[config.mk]
export PLATFORM = sky130hd
export DESIGN_NAME = priv_trap_top
export DESIGN_NICKNAME = d
export VERILOG_FILES = /design/src/rtl/priv_pkg.sv /design/src/rtl/priv_ctrl.sv /design/src/rtl/priv_state.sv /design/src/rtl/priv_trap_top.sv
export SDC_FILE = /design/constraint.sdc
export NUM_CORES = 1
export LEC_CHECK = 0
export ABC_AREA = 1
export BUFFER_PORTS_ARGS = -buffer_cell sky130_fd_sc_hd__buf_2
export CAP_MARGIN = 20
export CORE_UTILIZATION = 44
export DETAILED_ROUTE_END_ITERATION = 12
export HOLD_SLACK_MARGIN = 0.08
export PLACE_DENSITY_LB_ADDON = 0.3
export SETUP_SLACK_MARGIN = 0.05
export SYNTH_ARGS = -nofsm -noshare
export SYNTH_HDL_FRONTEND = slang
export SYNTH_SLANG_ARGS = --single-unit
export TNS_END_PERCENT = 50
[constraint.sdc]
create_clock -name clk -period 4.2 [get_ports clk]
set_input_delay 1.26 -clock clk [delete_from_list [all_inputs] [get_ports clk]]
set_output_delay 1.26 -clock clk [all_outputs]
set_load 0.1 [all_outputs]
[src/rtl/priv_pkg.sv]
package priv_pkg;

  typedef enum logic [2:0] {
    CLS_PLAIN   = 3'd0,
    CLS_IO      = 3'd1,
    CLS_TIMER   = 3'd2,
    CLS_FENCE   = 3'd3,
    CLS_MAP     = 3'd4,
    CLS_RETURN  = 3'd5,
    CLS_SYSCALL = 3'd6,
    CLS_ILLEGAL = 3'd7
  } instClassT;

  typedef enum logic [2:0] {
    CAUSE_EXT     = 3'd0,
    CAUSE_TIMER   = 3'd1,
    CAUSE_ILLEGAL = 3'd2,
    CAUSE_PRIV    = 3'd3,
    CAUSE_FENCE   = 3'd4,
    CAUSE_SYSCALL = 3'd5
  } causeT;

  // Strobes from the control decision to the state datapath
  typedef struct packed {
    logic  takeTrap;
    logic  doReturn;
    logic  fenceWe;
    causeT cause;
  } ctrlStrobeT;

endpackage

[src/rtl/priv_ctrl.sv]
module priv_ctrl
  import priv_pkg::*;
#(
  parameter int ADDR_W = 32
) (
  input  logic              clk,
  input  logic              rstN,
  input  logic              instValid,
  input  logic [2:0]        instClass,
  input  logic              storeValid,
  input  logic [ADDR_W-1:0] storeAddr,
  input  logic [ADDR_W-1:0] fence,
  input  logic              modeK,
  input  logic              timerExpire,
  input  logic              extIrq,
  output ctrlStrobeT        strobe,
  output logic              storeAllow,
  output logic              ioAllow,
  output logic              timerLoadAllow,
  output logic              mapWriteAllow
);

  instClassT cls;
  logic      privClass;
  logic      illegalHit;
  logic      privHit;
  logic      fenceHit;
  logic      syscallHit;
  logic      anyTrap;
  causeT     causeSel;

  assign cls = instClassT'(instClass);

  always_comb begin
    unique case (cls)
      CLS_IO, CLS_TIMER, CLS_FENCE, CLS_MAP, CLS_RETURN: privClass = 1'b1;
      default:                                           privClass = 1'b0;
    endcase
  end

  assign illegalHit = instValid && (cls == CLS_ILLEGAL);
  assign privHit    = instValid && privClass && !modeK;
  assign fenceHit   = instValid && storeValid && !modeK && (storeAddr < fence);
  assign syscallHit = instValid && (cls == CLS_SYSCALL);

  // Fixed priority: synchronous faults, system call, timer, external
  always_comb begin
    anyTrap  = 1'b1;
    causeSel = CAUSE_EXT;
    if (illegalHit)       causeSel = CAUSE_ILLEGAL;
    else if (privHit)     causeSel = CAUSE_PRIV;
    else if (fenceHit)    causeSel = CAUSE_FENCE;
    else if (syscallHit)  causeSel = CAUSE_SYSCALL;
    else if (timerExpire) causeSel = CAUSE_TIMER;
    else if (extIrq)      causeSel = CAUSE_EXT;
    else                  anyTrap  = 1'b0;
  end

  logic execOk;
  assign execOk = instValid && !anyTrap;

  assign strobe.takeTrap = anyTrap;
  assign strobe.cause    = causeSel;
  assign strobe.doReturn = execOk && (cls == CLS_RETURN);
  assign strobe.fenceWe  = execOk && (cls == CLS_FENCE);

  assign storeAllow     = execOk && storeValid;
  assign ioAllow        = execOk && (cls == CLS_IO);
  assign timerLoadAllow = execOk && (cls == CLS_TIMER);
  assign mapWriteAllow  = execOk && (cls == CLS_MAP);

  AST_ONE_EFFECT: assert property (@(posedge clk) disable iff (!rstN)
    $onehot0({ioAllow, timerLoadAllow, mapWriteAllow, strobe.fenceWe, strobe.doReturn}))
    else $error("AST_ONE_EFFECT");

  AST_TRAP_BLOCKS: assert property (@(posedge clk) disable iff (!rstN)
    strobe.takeTrap |-> !(storeAllow || ioAllow || timerLoadAllow || mapWriteAllow))
    else $error("AST_TRAP_BLOCKS");

  AST_USER_PRIV_NONE: assert property (@(posedge clk) disable iff (!rstN)
    !modeK |-> !(ioAllow || timerLoadAllow || mapWriteAllow || strobe.fenceWe || strobe.doReturn))
    else $error("AST_USER_PRIV_NONE");

endmodule

[src/rtl/priv_state.sv]
module priv_state
  import priv_pkg::*;
#(
  parameter int              ADDR_W     = 32,
  parameter logic [ADDR_W-1:0] RESET_PC   = '0,
  parameter logic [ADDR_W-1:0] HANDLER_PC = 'h100
) (
  input  logic              clk,
  input  logic              rstN,
  input  ctrlStrobeT        strobe,
  input  logic [ADDR_W-1:0] pc,
  input  logic [ADDR_W-1:0] fenceData,
  output logic              modeK,
  output logic [ADDR_W-1:0] fence,
  output logic [ADDR_W-1:0] epc,
  output logic              savedK,
  output causeT             causeReg,
  output logic              redirect,
  output logic [ADDR_W-1:0] redirectPc
);

  logic bootPend;

  always_ff @(posedge clk) begin
    if (!rstN) begin
      modeK    <= 1'b1;
      fence    <= '0;
      epc      <= '0;
      savedK   <= 1'b0;
      causeReg <= CAUSE_EXT;
      bootPend <= 1'b1;
    end else begin
      bootPend <= 1'b0;
      if (strobe.takeTrap) begin
        epc      <= pc;
        savedK   <= modeK;
        causeReg <= strobe.cause;
        modeK    <= 1'b1;
      end else if (strobe.doReturn) begin
        modeK  <= savedK;
        savedK <= 1'b0;
      end
      if (strobe.fenceWe) fence <= fenceData;
    end
  end

  always_comb begin
    redirect   = 1'b1;
    redirectPc = epc;
    if (!rstN || bootPend)    redirectPc = RESET_PC;
    else if (strobe.takeTrap) redirectPc = HANDLER_PC;
    else if (!strobe.doReturn) redirect  = 1'b0;
  end

  AST_TRAP_TO_KERNEL: assert property (@(posedge clk) disable iff (!rstN)
    strobe.takeTrap |=> modeK)
    else $error("AST_TRAP_TO_KERNEL");

  AST_TRAP_SAVES_PC: assert property (@(posedge clk) disable iff (!rstN)
    strobe.takeTrap |=> (epc == $past(pc)) && (savedK == $past(modeK)))
    else $error("AST_TRAP_SAVES_PC");

  AST_USER_STAYS_USER: assert property (@(posedge clk) disable iff (!rstN)
    (!modeK && !strobe.takeTrap) |=> !modeK)
    else $error("AST_USER_STAYS_USER");

  AST_FENCE_LOCKED: assert property (@(posedge clk) disable iff (!rstN)
    !modeK |=> $stable(fence))
    else $error("AST_FENCE_LOCKED");

  AST_RETURN_MODE: assert property (@(posedge clk) disable iff (!rstN)
    strobe.doReturn |=> (modeK == $past(savedK)) && !savedK)
    else $error("AST_RETURN_MODE");

  AST_CAUSE_RANGE: assert property (@(posedge clk) disable iff (!rstN)
    causeReg <= CAUSE_SYSCALL)
    else $error("AST_CAUSE_RANGE");

endmodule

[src/rtl/priv_trap_top.sv]
module priv_trap_top
  import priv_pkg::*;
#(
  parameter int                ADDR_W     = 32,
  parameter logic [ADDR_W-1:0] RESET_PC   = '0,
  parameter logic [ADDR_W-1:0] HANDLER_PC = 'h100
) (
  input  logic              clk,
  input  logic              rstN,
  input  logic              instValid,
  input  logic [2:0]        instClass,
  input  logic              storeValid,
  input  logic [ADDR_W-1:0] storeAddr,
  input  logic [ADDR_W-1:0] pc,
  input  logic [ADDR_W-1:0] fenceData,
  input  logic              timerExpire,
  input  logic              extIrq,
  output logic              kernelMode,
  output logic              redirect,
  output logic [ADDR_W-1:0] redirectPc,
  output logic [2:0]        trapCause,
  output logic [ADDR_W-1:0] savedPc,
  output logic              savedKernel,
  output logic [ADDR_W-1:0] fenceValue,
  output logic              storeAllow,
  output logic              ioAllow,
  output logic              timerLoadAllow,
  output logic              mapWriteAllow
);

  ctrlStrobeT strobe;
  causeT      causeReg;

  priv_ctrl #(.ADDR_W(ADDR_W)) ctrl_i (
    .clk            (clk),
    .rstN           (rstN),
    .instValid      (instValid),
    .instClass      (instClass),
    .storeValid     (storeValid),
    .storeAddr      (storeAddr),
    .fence          (fenceValue),
    .modeK          (kernelMode),
    .timerExpire    (timerExpire),
    .extIrq         (extIrq),
    .strobe         (strobe),
    .storeAllow     (storeAllow),
    .ioAllow        (ioAllow),
    .timerLoadAllow (timerLoadAllow),
    .mapWriteAllow  (mapWriteAllow)
  );

  priv_state #(
    .ADDR_W     (ADDR_W),
    .RESET_PC   (RESET_PC),
    .HANDLER_PC (HANDLER_PC)
  ) state_i (
    .clk        (clk),
    .rstN       (rstN),
    .strobe     (strobe),
    .pc         (pc),
    .fenceData  (fenceData),
    .modeK      (kernelMode),
    .fence      (fenceValue),
    .epc        (savedPc),
    .savedK     (savedKernel),
    .causeReg   (causeReg),
    .redirect   (redirect),
    .redirectPc (redirectPc)
  );

  assign trapCause = causeReg;

endmodule

After elaboration in Yosys (flattened, before gate mapping)
Index checks and enable logic that the tools add are counted.
{"block": "word_totals", "regBits": 70, "out_inout_bits": 106, "elab_cells": 56}
{"block": "classes", "n_lt_le_gt_ge": 1, "eq_ne": 7, "mux": 20, "bitwise": 1, "reduce_logical": 21}
{"cell": "$mux 32", "count": 2}
{"cell": "$lt 32x32->1", "count": 1}
{"cell": "$logic_and 1x1->1", "count": 14}
{"cell": "$mux 1", "count": 14}
{"cell": "$eq 3x3->1 const B", "count": 4}
{"cell": "$mux 3", "count": 4}
{"cell": "$eq 3x2->1 const B", "count": 2}
{"cell": "$reduce_or 5->1", "count": 1}
{"cell": "$eq 3x1->1 const B", "count": 1}
{"cell": "$logic_not 1->1", "count": 3}
{"cell": "$reduce_bool 2->1", "count": 1}
{"cell": "$reduce_or 2->1", "count": 1}
{"cell": "$logic_or 1x1->1", "count": 1}
{"cell": "$not 1->1", "count": 1}

Longest topological paths before layout
{"block": "logic_depth", "word_depth": 13, "ltp_mapped": 17, "ltp_nobuf": 16}

Hierarchy
From an unflattened synthesis, not the netlist that was laid out.
{"block": "unflattened", "cells_unflattened": 506, "hier_area_um2": 3603.5}
{"mod": "priv_state", "n_inst": 1, "cells_each": 340, "area_each_um2": 2586.2, "seq_area_each_um2": 1401.3}
{"mod": "priv_ctrl", "n_inst": 1, "cells_each": 166, "area_each_um2": 1017.2, "seq_area_each_um2": 0.0}

Worst setup path before layout
Ideal clock, no wire load.
{"block": "synth_path", "path_type": "in2out", "start": "input storeAddr[31]", "end": "output timerLoadAllow", "arrival_time_ns": 4.641, "path_slack_ns": -1.701, "cell_stages": 11, "n_path_buf": 0, "cell_sequence": "ha_1 -> nand2_1 -> nor2_1 -> nand4_1 -> nor4_2 -> nand2_1 -> nand2_2 -> nand2_2 -> inv_2 -> nand2_1 -> nor3b_1"}
{"block": "synth_between", "elab_chain_cells": 8}
{"element": "start: declaration", "line_no": "priv_trap_top.sv:13", "text": "input logic [ADDR_W-1:0] storeAddr,"}
{"element": "$lt 32x32->1", "line_no": "priv_ctrl.sv:43", "text": "assign fenceHit = instValid && storeValid && !modeK && (storeAddr < fence);"}
{"element": "$logic_and 1x1->1", "line_no": "priv_ctrl.sv:43"}
{"element": "$mux 1", "line_no": "priv_ctrl.sv:52", "text": "else if (fenceHit) causeSel = CAUSE_FENCE;"}
{"element": "$mux 1", "line_no": "priv_ctrl.sv:51", "text": "else if (privHit) causeSel = CAUSE_PRIV;"}
{"element": "$mux 1", "line_no": "priv_ctrl.sv:50", "text": "if (illegalHit) causeSel = CAUSE_ILLEGAL;"}
{"element": "$logic_not 1->1", "line_no": "priv_ctrl.sv:60", "text": "assign execOk = instValid && !anyTrap;"}
{"element": "$logic_and 1x1->1", "line_no": "priv_ctrl.sv:60"}
{"element": "$logic_and 1x1->1", "line_no": "priv_ctrl.sv:69", "text": "assign timerLoadAllow = execOk && (cls == CLS_TIMER);"}
{"element": "end: declaration", "line_no": "priv_trap_top.sv:27", "text": "output logic timerLoadAllow,"}
Every way passes these cells.

Worst setup path in the final report
{"block": "layout_path", "start": "input storeAddr[31]", "end": "output redirectPc[23]"}
{"block": "layout_between", "elab_chain_cells": 7}
{"element": "$lt 32x32->1", "line_no": "priv_ctrl.sv:43"}
{"element": "$logic_and 1x1->1", "line_no": "priv_ctrl.sv:43"}
{"element": "$mux 1", "line_no": "priv_ctrl.sv:52"}
{"element": "$mux 1", "line_no": "priv_ctrl.sv:51"}
{"element": "$mux 1", "line_no": "priv_ctrl.sv:50"}
{"element": "$mux 32", "line_no": "priv_state.sv:51", "text": "else if (strobe.takeTrap) redirectPc = HANDLER_PC;"}
{"element": "$mux 32", "line_no": "priv_state.sv:50", "text": "if (!rstN || bootPend) redirectPc = RESET_PC;"}
{"element": "end: declaration", "line_no": "priv_trap_top.sv:20", "text": "output logic [ADDR_W-1:0] redirectPc,"}
Every way passes these cells.

==> impl_metrics.toml <==
[sta]
period_share = 1.04
fin_crit_ps = 4350
final_hold_viol_count = 0
worst_pin_slew_ps = 880
worst_slack_ps = -152
slew_viol_final = 0
worst_slew_margin_rel = 0.412
setup_violations = 36
rsz0062_at_grt = "true"
finClkSkew_ps = 12.2
max_freq_ghz = 0.230

[grt]
grt_first_pass_wirelength_mm = 18.9
grtUsageTotal = 0.277
grt_pass1_vias = 4111
gr-total-overflow = 0
grt_max_degree = 65
antenna_found_initial = 0

[drt]
postRouteAntennaNets = 0
viasPerCell = 4.90
drt_iter0_drc = 101
wl_mm = 12.4
post-route-drc-count = 0
wl_per_cell_um = 14.4
vias = 4212
dr.pass1.iters = 4

[logic_synthesis]
ys_ff_latch = 70
async_reset_ff_frac = 0
synth_common_cells = "168 x nand2_1, 112 x nor2_1, 70 x dfxtp_1, 49 x a21oi_1, 47 x inv_1"
synth_most_common_cell = "nand2_1"
yosysTopAreaCellShare = 0.386
synthCells = 532
yosysSeqAreaShare = 0.386
ys_top_cells_by_area = "dfxtp_1 39%, nand2_1 17%, nor2_1 12%"
syn_nets = 668
synth-main-ff-cell = "dfxtp_1"
yosysWarnings = 0
synth_top_cell_by_area = "dfxtp_1"
yosysUniqueCellTypes = 27
syn_area_mm2 = 0.00363
synth_edf_count = 0
synth_area_per_cell_um2 = 6.83

[place]
place_area_mm2 = 0.00573
place.gp.congestion = 0.823
hpwl_mm = 8.85
dp_slack_ps = -173
port_buffers = 210

[die]
die_h_um = 92.9
core_area_mm2 = 0.00785
die_w_um = 92.9
die-area_mm2 = 0.00862
start_util = 0.463
io_pins = 211
rows = 32

[cells_and_area]
nNetsFinal = 889
drive_gt1_frac = 0.443
syn_to_final_growth_pct = 70.9
fin_util = 0.791
diodes = 0
final_area_mm2 = 0.00621

[worst_setup_path]
cp.required_ps = 2940
crit_top_cell = "nand2_2"
cp_max_fo = 8
path_class = "in2out"
worstPathCellList = "buf_6 > ha_4 > nand2_2 > nor2_2 > nand4_1 > nor4_2 > nand2_1 > nand2_2 > nand2_4 > clkinv_8 > buf_16 > nand2_8 > nor2_4 > buf_12"
crit_arrival_ps = 3090
slowest_stage = "ha_4"
crit_buf_inv = 4
end_kind = "primary output"
critical-path-top-delay-family = "simple AND/OR/NAND/NOR gates"
startpoint_type = "input pin"
cpPeakStageDelay_ps = 260

[worst_hold_path]
hold_path.class = "reg2reg"

[clock_tree]
cts_root_buf = "clkbuf_8"
cts_htree_levels = 3
clk_pin_slew_ps = 70
cts_tree = "done"
cts_made_buffers = 9
worstSkewPairLatency_ps = 350
clkSinkCount = 70
ctsHoldBuffers = 0
cts_buffer_depth = 2

[job]
maxCapViolCount = 0

[pwr]
leakagePower_nw = 3.20
peakVddDrop_uv = 211
power_density_mw_per_mm2 = 291

[outcome]
outcome = "complete, but fails checks"
violations = "setup timing"
[worst paths after layout]
check                       from             endpoint  slack, ps  cells past startpoint
min          state_i.causeReg[0]  state_i.causeReg[0]        460                      2
max                storeAddr[31]       redirectPc[23]       -150                     14
min reg2reg  state_i.causeReg[0]  state_i.causeReg[0]        460                      2
max reg2reg    state_i.fence[31]    state_i.fence[26]       1410                     12
[metrics by stage]
stage	total power [mW]	instances	setup TNS, ps	hold WS [ps]
4_1_cts	1.80	858	-3200	458
5_1_grt	1.87	860	-8990	497
3_3_place_gp	1.18	838	-3080	440
2_1_floorplan	1.06	532	-4760	890
6_report	1.81	860	-3560	456
3_5_place_dp	1.19	838	-4550	446
[cell families after synthesis]
family | count (synthesis) | synth area share
compound gates | 61 | 0.0872
simple gates | 298 | 0.327
flops | 70 | 0.386
fa+ha+maj | 31 | 0.107
buf+inv | 72 | 0.0937
[cell type report]
cell class	instances	area, µm²
repair buffers	233	1850
clock inverters	6	86.3
clock buffers	10	128
fillers	545	1640
inverters	49	196
multi-input cells	390	2410
well taps	102	128
flip-flops and latches	70	1400
[flip-flops by register name, summed over array words and instances (netlist names)]
signal / count
state_i.savedK: 1
state_i.fence: 32
state_i.modeK: 1
state_i.epc: 32
state_i.bootPend: 1
state_i.causeReg: 3
[repair_timing]
| item | 4_1_cts | 5_1_grt |
|---|---|---|
| gates resized for setup | 24 | 22 |
| pin swaps | 4 | 7 |
| cloned | 1 | 1 |
| buffers inserted | 3 | 1 |
| setup endpoints to repair | 37 | 37 |
[cell usage in the layout (no fill, tap or decap), drive strengths merged]
master	instances
a21oi	49
a31oi	1
buf	232
bufinv	2
clkbuf	11
clkinv	5
clkinvlp	1
dfxtp	70
ha	31
inv	47
nand2	170
nand3	4
nand4	4
nor2	112
nor3	5
nor3b	1
nor4	1
o2111ai	1
o21a	1
o21ai	9
or2	1
[report_power, final]
part | switching [mW] | total, mW | internal (mW)
Clock | 0.261 | 0.594 | 0.334
Combinational | 0.364 | 0.500 | 0.136
Sequential | 0.0212 | 0.711 | 0.690
Total | 0.646 | 1.81 | 1.16
[layer usage]
metal | part of all wire | vias up | GRT usage
met3 | 0.067 | 24 | 0.0698
met5 | 0 | - | 0
met4 | 0.025 | 0 | 0.0962
li1 | - | 2097 | -
met2 | 0.52 | 168 | 0.510
met1 | 0.39 | 1923 | 0.305
[tightest hold or removal path: cells and delay by family (launching register included)]
kind / cells / cell delay (ps)
flops: 1 / 320
simple gates: 2 / 100
Power figures use the tool's default switching activity.
